`config.mk`:
```
export PLATFORM = sky130hd
export DESIGN_NAME = async_rx_core
export DESIGN_NICKNAME = d
export VERILOG_FILES = /design/src/rtl/async_rx_pkg.sv /design/src/rtl/rx_tick_gen.sv /design/src/rtl/rx_frame_engine.sv /design/src/rtl/rx_break_watch.sv /design/src/rtl/rx_char_queue.sv /design/src/rtl/async_rx_core.sv
export SDC_FILE = /design/constraint.sdc
export NUM_CORES = 1
export LEC_CHECK = 0
export ABC_AREA = 1
export BUFFER_PORTS_ARGS = -buffer_cell sky130_fd_sc_hd__buf_2
export CAP_MARGIN = 40
export CORE_ASPECT_RATIO = 1.5
export CORE_UTILIZATION = 60
export CTS_CLUSTER_SIZE = 12
export DETAILED_ROUTE_END_ITERATION = 7
export PLACE_DENSITY_LB_ADDON = 0.12
export SYNTH_ARGS = -nofsm -noshare
export SYNTH_HDL_FRONTEND = slang
export SYNTH_SLANG_ARGS = --single-unit
```
`constraint.sdc`:
```
create_clock -name clk -period 4.8 [get_ports clk]
set_input_delay 0.96 -clock clk [delete_from_list [all_inputs] [get_ports clk]]
set_output_delay 0.96 -clock clk [all_outputs]
set_load 0.05 [all_outputs]
```
`src/rtl/async_rx_pkg.sv`:
```
package async_rx_pkg;

    localparam int OVS = 32;

    typedef enum logic [2:0] {
        PAR_NONE   = 3'd0,
        PAR_EVEN   = 3'd1,
        PAR_ODD    = 3'd2,
        PAR_FIXED0 = 3'd3,
        PAR_FIXED1 = 3'd4
    } par_mode_e;

    typedef enum logic [2:0] {
        FS_IDLE,
        FS_START,
        FS_DATA,
        FS_PAR,
        FS_STOP,
        FS_HOLD
    } frame_st_e;

    typedef struct packed {
        logic [7:0] data;
        logic       perr;
        logic       ferr;
    } rx_char_t;

endpackage

```
`src/rtl/rx_tick_gen.sv`:
```
module rx_tick_gen #(
    parameter int DIV_W = 16
) (
    input  logic             clk,
    input  logic             rst_n,
    input  logic [DIV_W-1:0] div,
    output logic             tick
);
    typedef struct packed {
        logic [DIV_W-1:0] cnt;
        logic             tick;
    } tick_state_t;

    tick_state_t s_d, s_q;
    logic [DIV_W-1:0] lim_d;

    always_comb begin
        s_d      = s_q;
        lim_d    = (div == '0) ? DIV_W'(1) : div;
        s_d.tick = 1'b0;
        if (s_q.cnt >= lim_d - DIV_W'(1)) begin
            s_d.cnt  = '0;
            s_d.tick = 1'b1;
        end else begin
            s_d.cnt = s_q.cnt + DIV_W'(1);
        end
    end

    always_ff @(posedge clk or negedge rst_n) begin
        if (!rst_n) s_q <= '0;
        else        s_q <= s_d;
    end

    assign tick = s_q.tick;

    AST_TICK_SPACED: assert property (@(posedge clk) disable iff (!rst_n)
        (tick && div > DIV_W'(1)) |=> !tick);

endmodule

```
`src/rtl/rx_frame_engine.sv`:
```
module rx_frame_engine
    import async_rx_pkg::*;
(
    input  logic       clk,
    input  logic       rst_n,
    input  logic       tick,
    input  logic       line,
    input  logic [1:0] cfg_len,
    input  logic [2:0] cfg_par,
    output logic       push,
    output rx_char_t   push_char
);
    localparam int CNT_W = $clog2(OVS);
    localparam logic [CNT_W-1:0] MID  = CNT_W'(OVS / 2 - 1);
    localparam logic [CNT_W-1:0] LAST = CNT_W'(OVS - 1);

    typedef struct packed {
        frame_st_e       st;
        logic [CNT_W-1:0] cnt;
        logic [2:0]      idx;
        logic [7:0]      shreg;
        logic            par_bit;
        logic            push;
        rx_char_t        chr;
    } eng_state_t;

    eng_state_t s_d, s_q;
    par_mode_e  mode_d;
    logic [2:0] last_idx_d;
    logic       exp_par_d;

    always_comb begin
        s_d        = s_q;
        s_d.push   = 1'b0;
        mode_d     = par_mode_e'(cfg_par);
        last_idx_d = {1'b0, cfg_len} + 3'd4;
        case (mode_d)
            PAR_EVEN:   exp_par_d = ^s_q.shreg;
            PAR_ODD:    exp_par_d = ~^s_q.shreg;
            PAR_FIXED1: exp_par_d = 1'b1;
            default:    exp_par_d = 1'b0;
        endcase
        case (s_q.st)
            FS_IDLE: begin
                if (tick && !line) begin
                    s_d.st  = FS_START;
                    s_d.cnt = '0;
                end
            end
            FS_START: begin
                if (tick) begin
                    if (s_q.cnt == MID) begin
                        s_d.cnt   = '0;
                        s_d.idx   = '0;
                        s_d.shreg = '0;
                        s_d.st    = line ? FS_IDLE : FS_DATA;
                    end else begin
                        s_d.cnt = s_q.cnt + 1'b1;
                    end
                end
            end
            FS_DATA: begin
                if (tick) begin
                    if (s_q.cnt == LAST) begin
                        s_d.cnt              = '0;
                        s_d.shreg[s_q.idx]   = line;
                        if (s_q.idx == last_idx_d)
                            s_d.st = (mode_d == PAR_NONE) ? FS_STOP : FS_PAR;
                        else
                            s_d.idx = s_q.idx + 3'd1;
                    end else begin
                        s_d.cnt = s_q.cnt + 1'b1;
                    end
                end
            end
            FS_PAR: begin
                if (tick) begin
                    if (s_q.cnt == LAST) begin
                        s_d.cnt     = '0;
                        s_d.par_bit = line;
                        s_d.st      = FS_STOP;
                    end else begin
                        s_d.cnt = s_q.cnt + 1'b1;
                    end
                end
            end
            FS_STOP: begin
                if (tick) begin
                    if (s_q.cnt == LAST) begin
                        s_d.push     = 1'b1;
                        s_d.chr.data = s_q.shreg;
                        s_d.chr.ferr = !line;
                        s_d.chr.perr = (mode_d != PAR_NONE) &&
                                       (s_q.par_bit != exp_par_d);
                        s_d.st       = line ? FS_IDLE : FS_HOLD;
                    end else begin
                        s_d.cnt = s_q.cnt + 1'b1;
                    end
                end
            end
            FS_HOLD: begin
                if (line) s_d.st = FS_IDLE;
            end
            default: s_d.st = FS_IDLE;
        endcase
    end

    always_ff @(posedge clk or negedge rst_n) begin
        if (!rst_n) s_q <= '{st: FS_IDLE, default: '0};
        else        s_q <= s_d;
    end

    assign push      = s_q.push;
    assign push_char = s_q.chr;

    AST_ONE_PUSH: assert property (@(posedge clk) disable iff (!rst_n)
        push |=> !push);
    AST_START_ON_LOW: assert property (@(posedge clk) disable iff (!rst_n)
        (s_q.st == FS_IDLE && s_d.st == FS_START) |-> !line);

endmodule

```
`src/rtl/rx_break_watch.sv`:
```
module rx_break_watch
    import async_rx_pkg::*;
(
    input  logic       clk,
    input  logic       rst_n,
    input  logic       tick,
    input  logic       line,
    input  logic [1:0] cfg_len,
    input  logic [2:0] cfg_par,
    output logic       brk_start,
    output logic       brk_end,
    output logic       brk_active
);
    localparam int BRK_W = $clog2(12 * OVS + 1);

    typedef struct packed {
        logic [BRK_W-1:0] cnt;
        logic             active;
        logic             start;
        logic             stop;
    } brk_state_t;

    brk_state_t       s_d, s_q;
    logic [BRK_W-1:0] thr_d;
    logic             par_on_d;

    always_comb begin
        s_d       = s_q;
        s_d.start = 1'b0;
        s_d.stop  = 1'b0;
        par_on_d  = (cfg_par != 3'd0);
        thr_d     = BRK_W'((32'd7 + {30'd0, cfg_len} + {31'd0, par_on_d}) * OVS);
        if (line) begin
            s_d.cnt = '0;
            if (s_q.active) begin
                s_d.active = 1'b0;
                s_d.stop   = 1'b1;
            end
        end else if (tick && !s_q.active) begin
            s_d.cnt = s_q.cnt + 1'b1;
            if (s_q.cnt + 1'b1 >= thr_d) begin
                s_d.active = 1'b1;
                s_d.start  = 1'b1;
            end
        end
    end

    always_ff @(posedge clk or negedge rst_n) begin
        if (!rst_n) s_q <= '0;
        else        s_q <= s_d;
    end

    assign brk_start  = s_q.start;
    assign brk_end    = s_q.stop;
    assign brk_active = s_q.active;

    AST_BRK_NOT_BOTH: assert property (@(posedge clk) disable iff (!rst_n)
        !(brk_start && brk_end));
    AST_BRK_END_AFTER: assert property (@(posedge clk) disable iff (!rst_n)
        brk_end |-> ($past(brk_active) && !brk_active));

endmodule

```
`src/rtl/rx_char_queue.sv`:
```
module rx_char_queue
    import async_rx_pkg::*;
#(
    parameter int DEPTH  = 4,
    parameter int MARGIN = 1
) (
    input  logic     clk,
    input  logic     rst_n,
    input  logic     push,
    input  rx_char_t push_char,
    input  logic     pop,
    input  logic     clr_err,
    output rx_char_t head,
    output logic     not_empty,
    output logic     full,
    output logic     ovr,
    output logic     room
);
    localparam int PTR_W = (DEPTH > 1) ? $clog2(DEPTH) : 1;
    localparam int CNT_W = $clog2(DEPTH + 1);
    localparam logic [PTR_W-1:0] PTR_LAST = PTR_W'(DEPTH - 1);
    localparam logic [CNT_W-1:0] CNT_FULL = CNT_W'(DEPTH);
    localparam logic [CNT_W-1:0] CNT_RTS  = CNT_W'(DEPTH - MARGIN);

    typedef struct packed {
        rx_char_t [DEPTH-1:0] mem;
        logic [PTR_W-1:0]     wp;
        logic [PTR_W-1:0]     rp;
        logic [CNT_W-1:0]     cnt;
        logic                 ovr;
    } q_state_t;

    q_state_t s_d, s_q;
    logic do_pop_d, do_push_d;

    always_comb begin
        s_d       = s_q;
        do_pop_d  = pop && (s_q.cnt != '0);
        do_push_d = push && ((s_q.cnt != CNT_FULL) || do_pop_d);
        if (do_push_d) begin
            s_d.mem[s_q.wp] = push_char;
            s_d.wp = (s_q.wp == PTR_LAST) ? '0 : s_q.wp + 1'b1;
        end
        if (do_pop_d)
            s_d.rp = (s_q.rp == PTR_LAST) ? '0 : s_q.rp + 1'b1;
        case ({do_push_d, do_pop_d})
            2'b10:   s_d.cnt = s_q.cnt + 1'b1;
            2'b01:   s_d.cnt = s_q.cnt - 1'b1;
            default: s_d.cnt = s_q.cnt;
        endcase
        if (clr_err)
            s_d.ovr = 1'b0;
        else if (push && !do_push_d)
            s_d.ovr = 1'b1;
    end

    always_ff @(posedge clk or negedge rst_n) begin
        if (!rst_n) s_q <= '0;
        else        s_q <= s_d;
    end

    assign head      = s_q.mem[s_q.rp];
    assign not_empty = (s_q.cnt != '0);
    assign full      = (s_q.cnt == CNT_FULL);
    assign ovr       = s_q.ovr;
    assign room      = (s_q.cnt < CNT_RTS);

    AST_COUNT_BOUND: assert property (@(posedge clk) disable iff (!rst_n)
        s_q.cnt <= CNT_FULL);
    AST_FULL_READY: assert property (@(posedge clk) disable iff (!rst_n)
        full |-> not_empty);
    AST_RTS_OFF_FULL: assert property (@(posedge clk) disable iff (!rst_n)
        full |-> !room);
    AST_OVR_HOLD: assert property (@(posedge clk) disable iff (!rst_n)
        (ovr && !clr_err) |=> ovr);

endmodule

```
`src/rtl/async_rx_core.sv`:
```
module async_rx_core
    import async_rx_pkg::*;
#(
    parameter int DIV_W     = 16,
    parameter int FIFO_DEPTH = 4,
    parameter int RTS_MARGIN = 1
) (
    input  logic             clk,
    input  logic             rst_n,
    input  logic             rxd,
    input  logic [1:0]       cfg_len,
    input  logic [2:0]       cfg_par,
    input  logic [DIV_W-1:0] cfg_div,
    input  logic             rd_en,
    input  logic             clr_err,
    output logic [7:0]       rd_data,
    output logic             rd_perr,
    output logic             rd_ferr,
    output logic             rx_ready,
    output logic             fifo_full,
    output logic             overrun,
    output logic             rts,
    output logic             break_start,
    output logic             break_end,
    output logic             break_active
);
    typedef struct packed {
        logic meta;
        logic line;
    } sync_state_t;

    sync_state_t sy_d, sy_q;
    logic        tick_w;
    logic        push_w;
    rx_char_t    push_char_w;
    rx_char_t    head_w;

    always_comb begin
        sy_d.meta = rxd;
        sy_d.line = sy_q.meta;
    end

    always_ff @(posedge clk or negedge rst_n) begin
        if (!rst_n) sy_q <= '{meta: 1'b1, line: 1'b1};
        else        sy_q <= sy_d;
    end

    rx_tick_gen #(.DIV_W(DIV_W)) u_tick (
        .clk   (clk),
        .rst_n (rst_n),
        .div   (cfg_div),
        .tick  (tick_w)
    );

    rx_frame_engine u_frame (
        .clk       (clk),
        .rst_n     (rst_n),
        .tick      (tick_w),
        .line      (sy_q.line),
        .cfg_len   (cfg_len),
        .cfg_par   (cfg_par),
        .push      (push_w),
        .push_char (push_char_w)
    );

    rx_break_watch u_brk (
        .clk        (clk),
        .rst_n      (rst_n),
        .tick       (tick_w),
        .line       (sy_q.line),
        .cfg_len    (cfg_len),
        .cfg_par    (cfg_par),
        .brk_start  (break_start),
        .brk_end    (break_end),
        .brk_active (break_active)
    );

    rx_char_queue #(.DEPTH(FIFO_DEPTH), .MARGIN(RTS_MARGIN)) u_queue (
        .clk       (clk),
        .rst_n     (rst_n),
        .push      (push_w),
        .push_char (push_char_w),
        .pop       (rd_en),
        .clr_err   (clr_err),
        .head      (head_w),
        .not_empty (rx_ready),
        .full      (fifo_full),
        .ovr       (overrun),
        .room      (rts)
    );

    assign rd_data = head_w.data;
    assign rd_perr = head_w.perr;
    assign rd_ferr = head_w.ferr;

    AST_PUSH_ONLY_WITH_SPACE: assert property (@(posedge clk) disable iff (!rst_n)
        (push_w && fifo_full && !rd_en && !clr_err) |=> overrun);

endmodule

```
==> metrics.cfg, run 1 <==
[final_layout]
fillers=831
diodes=0
syn_to_final_growth_pct=10.1
layout-drive-gt1-share_pct=11.6
nets=881

[detailed_routing]
via_count=5194
drtIter0Drc=200
routed_via_density=5.53
post-route-drc-count=0
routedWlPerCell_microns=14.0
final_antenna_net_count=0
first_pass_iters=5
routed_wl_mm=13.2

[timing]
fin_skew_ps=7.60
slew_viol_final=0
fin_crit_ps=3850
fin_crit_sh_pct=80.3
worst_slew_pin_slew_ps=722
final-setup-viol-count=0
timing.slew.headroom_pct=51.9
timing.fmax_mhz=260
grt_setup_unrepaired=false
final_hold_viol_count=0
layout_setup_ws_ps=947
fin_setup_tns_ps=0

[critical_path]
worst-r2r-cell-count=12
path_class=in -> reg
r2r_end=u_brk.brk_active
crit_start=cfg_div[13]
critPathCapture=u_tick.s_q[11]
reg2reg_slack_ps=2470
critPathLaunchType=primary input
cp-end-kind=flop
reg2reg_from=u_brk.s_q[3]
worstPathArrival_ps=4070
crit_required_ps=5010
crit_fanout=17

[die]
dieWidth_microns=85.6
row_count=45
die_h_microns=127
pin_count=43
start_util_pct=62.1
core_area_sq_um=10100
dieArea_sq_um=10900

[power]
p_per_area_nw_per_um2=414
total_power_mw=2.87
p_leak_nw=3.35
irDropWorstVdd_mv=0.245

[grt]
grt_pass1_wl_mm=22.5
grt.met1_usage_pct=28.9
antenna_found_initial=0
gr-total-overflow=0
grt.busiest_layer=met2
grt_usage_pct=25.9
met3_usage_pct=4.52
grt_pass1_vias=5085
grt_max_degree=58
grt_util_met2_pct=49.3

[clocking]
clock_sinks=110
htree_num_levels=3
cts_buffers=9
postCtsHoldBufs=0
tritoncts=yes
post_cts_buffers=0
ctsResizeCount=0
root_buffer=clkbuf_16
clkLatencyLatePin_ps=360
path_clk_slew_ps=70
clock_path_buffers=2

[yosys]
ys_warn_count=0
synth-edff-count=0
ys_async_sr_fraction_pct=100
post_synth_num_cell_types=41
ys_ff_latch=110
syn_nets=845
synth_area_per_cell_sq_um=8.06
ys_seq_area_share_pct=43.8
syn_area_sq_um=6290
synthFlopType=dfrtp_1
netlist_instances=781

[run_status]
status=finished clean

[job]
maxCapViolations=0

[placed_design]
pre_cts_slack_ps=607
dp.final_hpwl_mm=9.56
globalplace.congestion=0.909
portBuffers=42

[worst_hold_path]
hp-class=reg -> reg

## metal layers
metal / share of wire (%) / up-vias
met3: 3.2 / 20
li1: - / 2623
met5: 0 / -
met1: 41 / 2449
met4: 1.6 / 0
met2: 54 / 102
## final cells by class
| class | instances | area (sq um) | area share [%] |
|---|---|---|---|
| timing repair buffer | 44 | 248 | 3.58 |
| sequential | 110 | 2760 | 39.8 |
| tap | 117 | 146 | 2.11 |
| clock buffer | 9 | 225 | 3.25 |
| clock inverter | 7 | 106 | 1.54 |
| inverter | 92 | 345 | 4.98 |
| multi-input combinational | 560 | 3100 | 44.8 |
## worst max-delay path, stage by stage
cell     delay, ps
buf_2          110
or2_2          300
nor3_1         200
nand4_1        110
nand2_1         90
inv_1           70
ha_1           200
nand2_1        140
nor2_2          60
and2_4         140
nand2_2         50
or2_1          110
nor2_1          50
xor2_1         120
inv_1           60
ha_1           290
nand4_1        110
nor3_1         200
nand3_1        100
nand3_1        460
nor2_1         110
## sequential cells by signal, indices dropped and copies added (netlist names)
signal	count
u_brk.s_q	9
u_brk.brk_start	1
u_queue.s_q	47
u_frame.s_q	20
sy_d	1
u_frame.push_char	10
u_tick.tick	1
u_brk.brk_end	1
u_tick.s_q	16
u_queue.ovr	1
u_frame.push	1
sy_q	1
u_brk.brk_active	1
## worst min-delay path by stage
stage               startpoint  endpoint  depth (start not counted)
finish                 sy_d[0]   sy_q[0]                          0
global route           sy_d[0]   sy_q[0]                          0
CTS                    sy_d[0]   sy_q[0]                          0
detailed placement     sy_d[0]   sy_q[0]                          0
global placement       sy_d[0]   sy_q[0]                          0
floorplan              sy_d[0]   sy_q[0]                          0
## placed cells by master, fill, tap and decap left out, types with 17 or more instances in the layout
cell and count:
nor3_1 17, dfrtp_1 108, nor2_1 84, xor2_1 23
ha_1 37, nand2_1 168, buf_2 41, inv_1 82
a21oi_1 24, nand3_1 34, o21ai_0 95
## kinds of logic (layout without fill, tap and decap cells)
family,count (synthesis),count (layout),synth area share (%)
and+or+nand+nor,333,333,22.8
AOI/OAI and AO/OA,153,153,13.8
buffers and inverters,111,152,6.90
DFF,110,110,43.8
adders and majority gates,38,38,7.68
xor gates and xnor gates,35,35,4.87
muxes,1,1,0.159
## cell usage after synthesis (7+ instances only)
cell type | count | area share (%)
a21oi_1 | 24 | 1.9
buf_2 | 11 | 0.88
clkbuf_1 | 7 | 0.42
dfrtp_1 | 108 | 43
ha_1 | 37 | 7.4
inv_1 | 82 | 4.9
inv_2 | 9 | 0.54
nand2_1 | 168 | 10
nand3_1 | 34 | 2.7
nand4_1 | 9 | 0.89
nor2_1 | 84 | 5.0
nor3_1 | 17 | 1.4
o21ai_0 | 95 | 7.6
o22ai_1 | 14 | 1.4
o22ai_2 | 8 | 1.6
xnor2_1 | 12 | 1.7
xor2_1 | 23 | 3.2
## through the flow
step                area, sq um  instances  utilization (%)  hold WS (ps)
floorplan                  6290        781                -           345
global placement           6570        922             64.8           347
detailed placement         6600        923             65.1           351
CTS                        6930        939             68.4           362
global route               6930        939             68.4           363
finish                     6930        939             68.4           360
## power breakdown
group          internal [mW]  switching, mW
clock                  0.466          0.357
sequential             0.997          0.112
combinational          0.273          0.664
total                   1.74           1.13
Power figures use the tool's default switching activity.
==> inputs of run 2 (changes only) <==
--- a/config.mk
+++ b/config.mk
@@ -9,7 +9,7 @@
 export BUFFER_PORTS_ARGS = -buffer_cell sky130_fd_sc_hd__buf_2
 export CAP_MARGIN = 40
 export CORE_ASPECT_RATIO = 1.5
-export CORE_UTILIZATION = 60
+export CORE_UTILIZATION = 55
 export CTS_CLUSTER_SIZE = 12
 export DETAILED_ROUTE_END_ITERATION = 7
 export PLACE_DENSITY_LB_ADDON = 0.12
==> constraint.sdc (replaced) <==
create_clock -name clk -period 3.3 [get_ports clk]
set_input_delay 0.66 -clock clk [delete_from_list [all_inputs] [get_ports clk]]
set_output_delay 0.66 -clock clk [all_outputs]
set_load 0.05 [all_outputs]
==> metrics.cfg, run 2 (same netlist as run 1, synthesis figures left out) <==
[run_status]
status=finished clean

[timing]
grt_setup_unrepaired=false
timing.slew.headroom_pct=48.7
fin_crit_ps=3090
final_hold_viol_count=0
timing.fmax_mhz=324
worst_slew_pin_slew_ps=768
fin_skew_ps=5.61
final-setup-viol-count=0
fin_crit_sh_pct=93.6
slew_viol_final=0

[die]
dieWidth_microns=89.3
dieArea_sq_um=11900
row_count=47
die_h_microns=133
core_area_sq_um=11100
pin_count=43
start_util_pct=56.6

[grt]
grt_usage_pct=24.2
grt_pass1_vias=5322
antenna_found_initial=0
gr-total-overflow=0
grt_pass1_wl_mm=22.8
grt_max_degree=65

[final_layout]
syn_to_final_growth_pct=12.9
fillers=982
layout-drive-gt1-share_pct=13.9
top_register=u_queue.s_q
stdcell_count=989
diodes=0
final_common_cell=nand2_1
postLayoutCoreUtil_pct=63.9
largest_reg_flops=47
reg_top3=u_queue.s_q (47), u_frame.s_q (20), u_tick.s_q (16)
nets=901
layout_common_cells=nand2_1 (168), dfrtp_1 (108), o21ai_0 (95), nor2_1 (84), inv_1 (82)

[critical_path]
path_class=in -> reg
worstPathArrival_ps=3320
path_cells=buf_2, or2_2, nor3_2, nand4_1, nand2_1, inv_1, ha_1, nand2_1, nor2_2, and2_4, nand2_2, or2_1, nor2_1, xor2_1, inv_1, ha_1, nand4_1, nor3_2, nand3_1, nand3_2, buf_12, nor2_1
crit_fanout=17
cp-end-kind=flop
max_stage_delay_ps=310
critPathSlowestCell=or2_2
critPathLaunchType=primary input
crit_required_ps=3530

[placed_design]
dp.final_hpwl_mm=9.94
dp.cells=973
globalplace.congestion=0.882
portBuffers=42

[detailed_routing]
routedWlPerCell_microns=13.3
first_pass_iters=5
drtIter0Drc=254
post-route-drc-count=0
final_antenna_net_count=0
routed_via_density=5.31
routed_wl_mm=13.2
via_count=5254

[clocking]
root_buffer=clkbuf_16
postCtsHoldBufs=0
tritoncts=yes
clock_path_buffers=2
cts_buffers=9
path_clk_slew_ps=70
clock_sinks=110
htree_num_levels=3
clkLatencyLatePin_ps=340

[job]
maxCapViolations=0

[power]
p_leak_nw=3.45
p_per_area_nw_per_um2=577
irDropWorstVdd_mv=0.301

[worst_hold_path]
hp-class=in -> async

[run 2: changes by cell type in the layout (fill, tap and decap cells not counted), sizes merged]
cell      before  now
buf           44   64
bufinv         2    1
clkbuf         9   11
clkinv         2    3
clkinvlp       2    1
inv           93   92
[run 2: final cells by class]
type                            instances  area, sq um  area share (%)
Sequential cell                       110         2760            38.8
Clock buffer                           11          243            3.42
Timing Repair Buffer                   64          403            5.67
Clock inverter                          5         56.3           0.793
Tap cell                              147          184            2.59
Multi-Input combinational cell        560         3120            43.9
Inverter                               92          345            4.86
[run 2: through the flow]
step	setup slack (ps)	hold slack [ps]	total power, mW	setup TNS [ps]	instance area [sq um]
finish	212	328	4.10	0	7100
global route	24.0	372	4.35	0	7100
CTS	122	347	4.12	0	7090
detailed placement	-224	363	3.03	-3600	6790
global placement	-133	347	2.99	-2090	6790
floorplan	33.4	345	2.66	0	6300
[run 2: per-layer routing]
metal	up-vias	track usage, %	part of all wire, %
li1	2669	-	-
met1	2475	27.3	41
met2	88	45.2	55
met3	22	4.05	2.6
met4	0	7.50	1.6
met5	-	0	0
[run 2: what timing repair did]
item                       CTS  global route
setup endpoints to repair    0            16
gates resized for setup      0             2
setup buffers                0             0
[run 2: critical path, delay by kind of cell]
| kind | cells | cell delay [ps] |
|---|---|---|
| and+or+nand+nor | 15 | 1710 |
| adders and majority gates | 2 | 470 |
| buffers and inverters | 4 | 370 |
| xor gates and xnor gates | 1 | 120 |
[run 2: power by group]
part / switching (mW) / internal [mW] / total, mW
logic: 1.01 / 0.413 / 1.42
registers: 0.127 / 1.45 / 1.58
clock network: 0.484 / 0.610 / 1.09
[run 2: path summary, 6_finish.rpt]
check	start	end	slack, ps	cells past startpoint
max in group asynchronous	rst_n	sy_q[0]	2200	2
min in group clk	sy_d[0]	sy_q[0]	370	0
max reg2reg	u_brk.s_q[3]	u_brk.brk_active	1010	12
min	rst_n	u_queue.s_q[24]	330	1
max	cfg_div[13]	u_tick.s_q[14]	210	22
min reg2reg	sy_d[0]	sy_q[0]	370	0
